File: src/rtl/trk_blk_pkg.sv
// Package: shared types for the track block address sequencer.
// Assumes: nothing beyond a two-state control flow.
package trk_blk_pkg;

    // Control states of the sequencer
    typedef enum logic {
        SEQ_IDLE = 1'b0,
        SEQ_RUN  = 1'b1
    } seq_state_t;

endpackage

File: src/rtl/trk_range.sv
// Module: trk_range
// Checks that one {track, word} address has a track index below LIMIT.
// Assumes: the track field sits in the upper TRACK_W bits of the address.
module trk_range #(
    parameter int WORD_W      = 10,
    parameter int TRACK_W     = 9,
    parameter int TRACK_LIMIT = 384
) (
    input  logic [WORD_W+TRACK_W-1:0] addr,
    output logic                      in_range
);
    localparam int ADDR_W = WORD_W + TRACK_W;
    localparam logic [TRACK_W-1:0] LIM = TRACK_W'(TRACK_LIMIT);

    logic [TRACK_W-1:0] trk;

    // Split off the track field and compare it with the limit
    always_comb begin
        trk      = addr[ADDR_W-1:WORD_W];
        in_range = (trk < LIM);
    end
endmodule

File: src/rtl/blk_cmd_check.sv
// Module: blk_cmd_check
// Validates a command: both tracks in range and end not before begin.
// Assumes: addresses are {track, word}, so numeric order equals slot order.
module blk_cmd_check #(
    parameter int WORD_W      = 10,
    parameter int TRACK_W     = 9,
    parameter int TRACK_LIMIT = 384
) (
    input  logic [WORD_W+TRACK_W-1:0] begin_addr,
    input  logic [WORD_W+TRACK_W-1:0] end_addr,
    output logic                      cmd_ok
);
    localparam int ADDR_W = WORD_W + TRACK_W;
    localparam int N_ADDR = 2;

    logic [ADDR_W-1:0] addr_set [N_ADDR];
    logic [N_ADDR-1:0] rng_ok;

    // Gather both command addresses for the range checkers
    always_comb begin
        addr_set[0] = begin_addr;
        addr_set[1] = end_addr;
    end

    for (genvar g = 0; g < N_ADDR; g++) begin : g_rng
        trk_range #(
            .WORD_W     (WORD_W),
            .TRACK_W    (TRACK_W),
            .TRACK_LIMIT(TRACK_LIMIT)
        ) u_rng (
            .addr    (addr_set[g]),
            .in_range(rng_ok[g])
        );
    end

    // Combine the range results with the ordering rule
    always_comb begin
        cmd_ok = (&rng_ok) && (end_addr >= begin_addr);
    end
endmodule

File: src/rtl/blk_addr_ctr.sv
// Module: blk_addr_ctr
// Holds the current location and the latched end location.
// The word field wraps at its top value and carries into the track field.
// Assumes: load and step are never asserted together.
module blk_addr_ctr #(
    parameter int WORD_W  = 10,
    parameter int TRACK_W = 9
) (
    input  logic                      clk,
    input  logic                      rst_n,
    input  logic                      load,
    input  logic                      step,
    input  logic [WORD_W+TRACK_W-1:0] begin_addr,
    input  logic [WORD_W+TRACK_W-1:0] end_addr,
    output logic [WORD_W+TRACK_W-1:0] cur_addr,
    output logic                      at_end
);
    localparam int ADDR_W = WORD_W + TRACK_W;
    localparam logic [WORD_W-1:0] WORD_TOP = {WORD_W{1'b1}};

    logic [WORD_W-1:0]  word_q;
    logic [TRACK_W-1:0] trk_q;
    logic [ADDR_W-1:0]  end_q;
    logic [WORD_W-1:0]  word_nx;
    logic [TRACK_W-1:0] trk_nx;

    // Next location: word plus one, carry into track on wrap
    always_comb begin
        if (word_q == WORD_TOP) begin
            word_nx = '0;
            trk_nx  = trk_q + TRACK_W'(1);
        end else begin
            word_nx = word_q + WORD_W'(1);
            trk_nx  = trk_q;
        end
    end

    // Location registers: load on command, advance on step
    always_ff @(posedge clk) begin
        if (!rst_n) begin
            word_q <= '0;
            trk_q  <= '0;
            end_q  <= '0;
        end else if (load) begin
            word_q <= begin_addr[WORD_W-1:0];
            trk_q  <= begin_addr[ADDR_W-1:WORD_W];
            end_q  <= end_addr;
        end else if (step) begin
            word_q <= word_nx;
            trk_q  <= trk_nx;
        end
    end

    // Present the location and the end match
    always_comb begin
        cur_addr = {trk_q, word_q};
        at_end   = (cur_addr == end_q);
    end
endmodule

File: src/rtl/blk_seq_ctrl.sv
// Module: blk_seq_ctrl
// Control for one block transfer: accepts or rejects a command, counts
// slots, checks the preamble on reads and signals the end of the block.
// Assumes: slot_pulse is one cycle wide per word slot.
module blk_seq_ctrl
    import trk_blk_pkg::*;
(
    input  logic clk,
    input  logic rst_n,
    input  logic start,
    input  logic cmd_ok,
    input  logic rd_mode,
    input  logic slot_pulse,
    input  logic pre_seen,
    input  logic at_end,
    output logic load,
    output logic step,
    output logic busy,
    output logic first,
    output logic done,
    output logic addr_err,
    output logic sync_err
);
    seq_state_t state_q;
    logic       rd_q;
    logic       first_q;
    logic       no_pre;

    // Decode the load and step strobes for the address counter
    always_comb begin
        load   = (state_q == SEQ_IDLE) && start && cmd_ok;
        no_pre = first_q && rd_q && !pre_seen;
        step   = (state_q == SEQ_RUN) && slot_pulse && !no_pre && !at_end;
    end

    // State, mode latch and the one-cycle status pulses
    always_ff @(posedge clk) begin
        if (!rst_n) begin
            state_q  <= SEQ_IDLE;
            rd_q     <= 1'b0;
            first_q  <= 1'b0;
            done     <= 1'b0;
            addr_err <= 1'b0;
            sync_err <= 1'b0;
        end else begin
            done     <= 1'b0;
            addr_err <= 1'b0;
            sync_err <= 1'b0;
            case (state_q)
                SEQ_IDLE: begin
                    if (start) begin
                        if (cmd_ok) begin
                            state_q <= SEQ_RUN;
                            rd_q    <= rd_mode;
                            first_q <= 1'b1;
                        end else begin
                            addr_err <= 1'b1;
                        end
                    end
                end
                SEQ_RUN: begin
                    if (slot_pulse) begin
                        first_q <= 1'b0;
                        if (no_pre) begin
                            sync_err <= 1'b1;
                            state_q  <= SEQ_IDLE;
                        end else if (at_end) begin
                            done    <= 1'b1;
                            state_q <= SEQ_IDLE;
                        end
                    end
                end
                default: state_q <= SEQ_IDLE;
            endcase
        end
    end

    // Status presented to the top
    always_comb begin
        busy  = (state_q == SEQ_RUN);
        first = busy && first_q;
    end
endmodule

File: src/rtl/trk_blk_seq.sv
// Module: trk_blk_seq (top)
// Sequences a block transfer from a begin to an end {track, word} address.
// The first location is the preamble slot.
// Assumes: the caller supplies one slot_pulse per word slot, plus the
// preamble detector result for reads.
module trk_blk_seq #(
    parameter int WORD_W      = 10,
    parameter int TRACK_W     = 9,
    parameter int TRACK_LIMIT = 384
) (
    input  logic                      clk,
    input  logic                      rst_n,
    input  logic                      start,
    input  logic                      rd_mode,
    input  logic [WORD_W+TRACK_W-1:0] begin_addr,
    input  logic [WORD_W+TRACK_W-1:0] end_addr,
    input  logic                      slot_pulse,
    input  logic                      pre_seen,
    output logic                      busy,
    output logic [WORD_W+TRACK_W-1:0] cur_addr,
    output logic                      is_preamble,
    output logic                      done,
    output logic                      addr_err,
    output logic                      sync_err
);
    logic cmd_ok;
    logic load;
    logic step;
    logic at_end;

    blk_cmd_check #(
        .WORD_W     (WORD_W),
        .TRACK_W    (TRACK_W),
        .TRACK_LIMIT(TRACK_LIMIT)
    ) u_chk (
        .begin_addr(begin_addr),
        .end_addr  (end_addr),
        .cmd_ok    (cmd_ok)
    );

    blk_addr_ctr #(
        .WORD_W (WORD_W),
        .TRACK_W(TRACK_W)
    ) u_ctr (
        .clk       (clk),
        .rst_n     (rst_n),
        .load      (load),
        .step      (step),
        .begin_addr(begin_addr),
        .end_addr  (end_addr),
        .cur_addr  (cur_addr),
        .at_end    (at_end)
    );

    blk_seq_ctrl u_ctl (
        .clk       (clk),
        .rst_n     (rst_n),
        .start     (start),
        .cmd_ok    (cmd_ok),
        .rd_mode   (rd_mode),
        .slot_pulse(slot_pulse),
        .pre_seen  (pre_seen),
        .at_end    (at_end),
        .load      (load),
        .step      (step),
        .busy      (busy),
        .first     (is_preamble),
        .done      (done),
        .addr_err  (addr_err),
        .sync_err  (sync_err)
    );
endmodule

File: config.mk
export PLATFORM = sky130hd
export DESIGN_NAME = trk_blk_seq
export DESIGN_NICKNAME = d
export VERILOG_FILES = /design/src/rtl/trk_blk_pkg.sv /design/src/rtl/trk_range.sv /design/src/rtl/blk_cmd_check.sv /design/src/rtl/blk_addr_ctr.sv /design/src/rtl/blk_seq_ctrl.sv /design/src/rtl/trk_blk_seq.sv
export SDC_FILE = /design/constraint.sdc
export NUM_CORES = 1
export LEC_CHECK = 0
export BUFFER_PORTS_ARGS = -buffer_cell sky130_fd_sc_hd__buf_2
export CAP_MARGIN = 20
export CORE_UTILIZATION = 40
export DETAILED_ROUTE_END_ITERATION = 12
export PLACE_DENSITY_LB_ADDON = 0.2
export SETUP_SLACK_MARGIN = 0.1
export SYNTH_ARGS = -nofsm -noshare
export SYNTH_HDL_FRONTEND = slang
export SYNTH_SLANG_ARGS = --single-unit
File: constraint.sdc
create_clock -name clk -period 2.45 [get_ports clk]
set_clock_uncertainty 0.15 [all_clocks]
set_input_delay 0.1225 -clock clk [delete_from_list [all_inputs] [get_ports clk]]
set_output_delay 0.1225 -clock clk [all_outputs]
set_load 0.1 [all_outputs]
==> impl_metrics.py <==
metrics = {
    "worst_setup_path": {
        "worstPathArrival_ns": 2.34,
        "path_max_fanout": 10,
        "r2r_cells": 8,
        "critical_path.slowest_cell": "dlygate4sd3_1",
        "worstSetupPathType": "in2reg",
        "rrSetupSlack_ns": 0.21,
        "critPathBufInv": 3,
        "timing.rr.end": "u_ctr.trk_q[3]",
        "r2r_start": "u_ctr.word_q[2]",
        "endpoint_kind": "flip-flop",
        "cp.required_ns": 2.49,
        "crit_path_frequent_cell": "o21a_1",
        "cpPeakStageDelay_ns": 0.53,
        "path_cells": "dlygate4sd3_1 -> buf_2 -> ha_1 -> a21oi_2 -> o21a_1 -> o21a_1 -> o311ai_4 -> and2_4 -> buf_4 -> a22oi_1 -> o22ai_1",
        "critical_path.top_delay_family": "compound AO/OA/AOI/OAI gates",
        "startpoint_type": "input pin",
    },
    "clock_network": {
        "cts_max_path_buffers": 2,
        "insertion_delay_ns": 0.30,
        "tritoncts": "done",
        "path_clk_slew_ns": 0.09,
        "cts_root_buf": "clkbuf_8",
        "cts_buffers": 5,
        "cts_htree_levels": 2,
        "clkSinkCount": 44,
    },
    "run_status": {
        "violations": "design-rule violations",
        "status": "complete, but fails checks",
    },
    "routing": {
        "vias": 2834,
        "drc": 10,
        "wl_per_cell_um": 15.15,
        "drt-vias-per-instance": 5.357,
        "wl_um": 8012,
        "drtAntennaViolNets": 0,
        "firstDrtPassIters": 9,
        "drt_iter0_drc": 207,
    },
    "job": {
        "cap_viol_max_count": 0,
    },
    "synthesis": {
        "syn_area_per_cell_um2": 7.928,
        "yosysSeqAreaShare_pct": 32.49,
        "syn-num-nets": 407,
        "ys_ff_latch": 44,
        "yosysUniqueCellTypes": 49,
        "yosysWarnings": 0,
        "ys.flop_type": "dfxtp_1",
        "synth-edff-count": 0,
        "synthArstFlopShare_pct": 0,
        "netlist_area_um2": 2711,
        "synthCells": 342,
    },
    "sta": {
        "hold_viol": 0,
        "slew_viol_final": 0,
        "rsz0062_at_grt": "yes",
        "setup_viol": 0,
        "min_period_over_period_pct": 93.55,
        "worst_pin_slew_ns": 0.5261,
        "setup_ws_ns": 0.1581,
        "fin_tns_setup_ns": 0,
        "max_freq_mhz": 436.3,
        "timing.hold.ws_ns": 0.007650,
        "period_needed_ns": 2.292,
        "slew_headroom_pct": 64.89,
    },
    "min_path": {
        "hold_class": "in2reg",
        "worstHoldStart": "begin_addr[14]",
        "whs_endpoint": "u_ctr.trk_q[4]",
        "whs_path_depth": 3,
    },
    "global_route": {
        "grt_use_met3_pct": 3.638,
        "grt_pass1_wl_um": 12850,
        "met2_usage_pct": 35.69,
        "grt_overflow": 0,
        "antenna_found_initial": 0,
        "grt_pass1_vias": 2622,
        "busiest_layer": "met2",
        "met1_usage_pct": 32.45,
        "grt_max_degree": 28,
        "grtUsageTotal_pct": 22.62,
    },
    "pwr": {
        "powerDensity_nw_per_um2": 525.5,
        "p_leak_uw": 0.001741,
        "ir_drop_mv": 0.2711,
    },
    "die": {
        "die_y_um": 84.33,
        "fp-row-count": 29,
        "initial_core_util_pct": 41.98,
        "fp.dieArea_um2": 7112,
        "io_pins": 68,
        "die_x_um": 84.33,
        "core_um2": 6459,
    },
    "finish": {
        "drive_gt1_share_pct": 28.10,
        "fin_cells": 529,
        "fin_util_pct": 57.67,
        "area.growth.synth_to_final_pct": 37.38,
        "fillers": 623,
        "final_common_cell": "buf_2",
        "layout_common_cells": "buf_2, nand2_1, a21oi_1, dlygate4sd3_1",
        "insertedDiodeCount": 0,
        "fin_nets": 516,
    },
    "placement": {
        "port_buffers": 67,
        "dpl.hpwl_um": 5806,
        "gp_congestion": 0.8140,
        "dp.cells": 485,
        "dpl_worst_slack_ns": 0.1024,
    },
}
==> how the worst max path moves through the flow <==
stage	startpoint	to	slack (ns)	depth (start not counted)
CTS	end_addr[8]	u_ctr.trk_q[5]	0.14	11
global route	end_addr[8]	u_ctr.trk_q[3]	0.08	11
global placement	begin_addr[6]	u_ctr.word_q[4]	0.15	10
detailed placement	begin_addr[6]	u_ctr.word_q[4]	0.10	10
floorplan	u_ctr.trk_q[4]	u_ctr.trk_q[0]	0.06	8
finish	end_addr[8]	u_ctr.trk_q[3]	0.16	11
==> through the flow <==
step / instance area (um^2) / total power [uW]
floorplan: 2746 / 1168
global placement: 3228 / 1318
detailed placement: 3228 / 1324
CTS: 3690 / 1951
global route: 3725 / 2041
finish: 3725 / 1958
==> cell usage after synthesis, types with 2 or more instances <==
| library cell | count | share of area (%) |
|---|---|---|
| nor4_2 | 3 | 1.4 |
| and3_1 | 2 | 0.46 |
| o32a_1 | 2 | 0.74 |
| o21ai_0 | 7 | 1.3 |
| inv_1 | 24 | 3.3 |
| dfxtp_1 | 44 | 32 |
| o311ai_1 | 3 | 0.97 |
| a21oi_1 | 40 | 7.4 |
| buf_2 | 6 | 1.1 |
| and2_1 | 3 | 0.69 |
| nor2_1 | 15 | 2.1 |
| o21a_1 | 2 | 0.55 |
| nor3_1 | 3 | 0.55 |
| nor2b_1 | 2 | 0.46 |
| o211ai_1 | 2 | 0.55 |
| xor2_1 | 17 | 5.5 |
| nand4_1 | 7 | 1.6 |
| nand3b_1 | 3 | 0.83 |
| a22oi_1 | 8 | 2.2 |
| nand3_1 | 13 | 2.4 |
| clkbuf_1 | 9 | 1.2 |
| or2_2 | 2 | 0.46 |
| a21o_1 | 2 | 0.55 |
| o22ai_1 | 8 | 1.8 |
| a211oi_1 | 4 | 1.1 |
| ha_1 | 21 | 9.7 |
| nand2_1 | 63 | 8.7 |
| xnor2_1 | 6 | 1.9 |
==> power by group <==
group / internal [uW] / switching [uW]
Combinational: 208 / 358
Clock: 320 / 279
Sequential: 752 / 40.2
Total: 1280 / 677
==> metal layers <==
metal  wire [um]  up-vias
li1            -     1423
met1        3926     1310
met2        3586       95
met3         433        6
met4          65        0
met5           0        -
==> repair_timing <==
action	in CTS	in global routing
hold buffers	34	1
gates resized for setup	0	6
setup buffers	0	1
hold endpoints to repair	34	1
setup endpoints to repair	0	17
==> cells by family (layout without fill, tap and decap cells) <==
kind of cell	after synthesis	in the layout	synth area share, %
xor+xnor	23	23	7.430
compound gates	89	89	21.69
simple gates	123	123	21.92
fa+ha+maj	21	21	9.691
mux	1	1	0.4153
flops	44	44	32.49
buf+inv	41	151	6.368
==> flip-flops by register name (all words and copies together) (netlist names) <==
name,flops
u_ctl.busy,1
u_ctl.first_q,1
u_ctl.done,1
u_ctr.trk_q,9
u_ctl.addr_err,1
u_ctr.word_q,10
u_ctr.end_q,19
u_ctl.rd_q,1
u_ctl.sync_err,1
==> worst register-to-register path, stage by stage (launching register included) <==
cell	delay [ns]
dfxtp_2	0.38
xor2_1	0.17
nor4_2	0.34
nand4_2	0.20
o2111a_2	0.38
a21oi_4	0.19
buf_4	0.18
a21oi_1	0.05
o22ai_1	0.13
==> final cells by class <==
cell class | count | area, um^2 | area share [%]
Tap cell | 77 | 96.34 | 2.586
Multi-Input combinational cell | 257 | 1668 | 44.78
Clock buffer | 8 | 121.4 | 3.258
Timing Repair Buffer | 119 | 833.3 | 22.37
Sequential cell | 44 | 915.9 | 24.59
Inverter | 24 | 90.09 | 2.419
(Power assumes the default switching activity.)
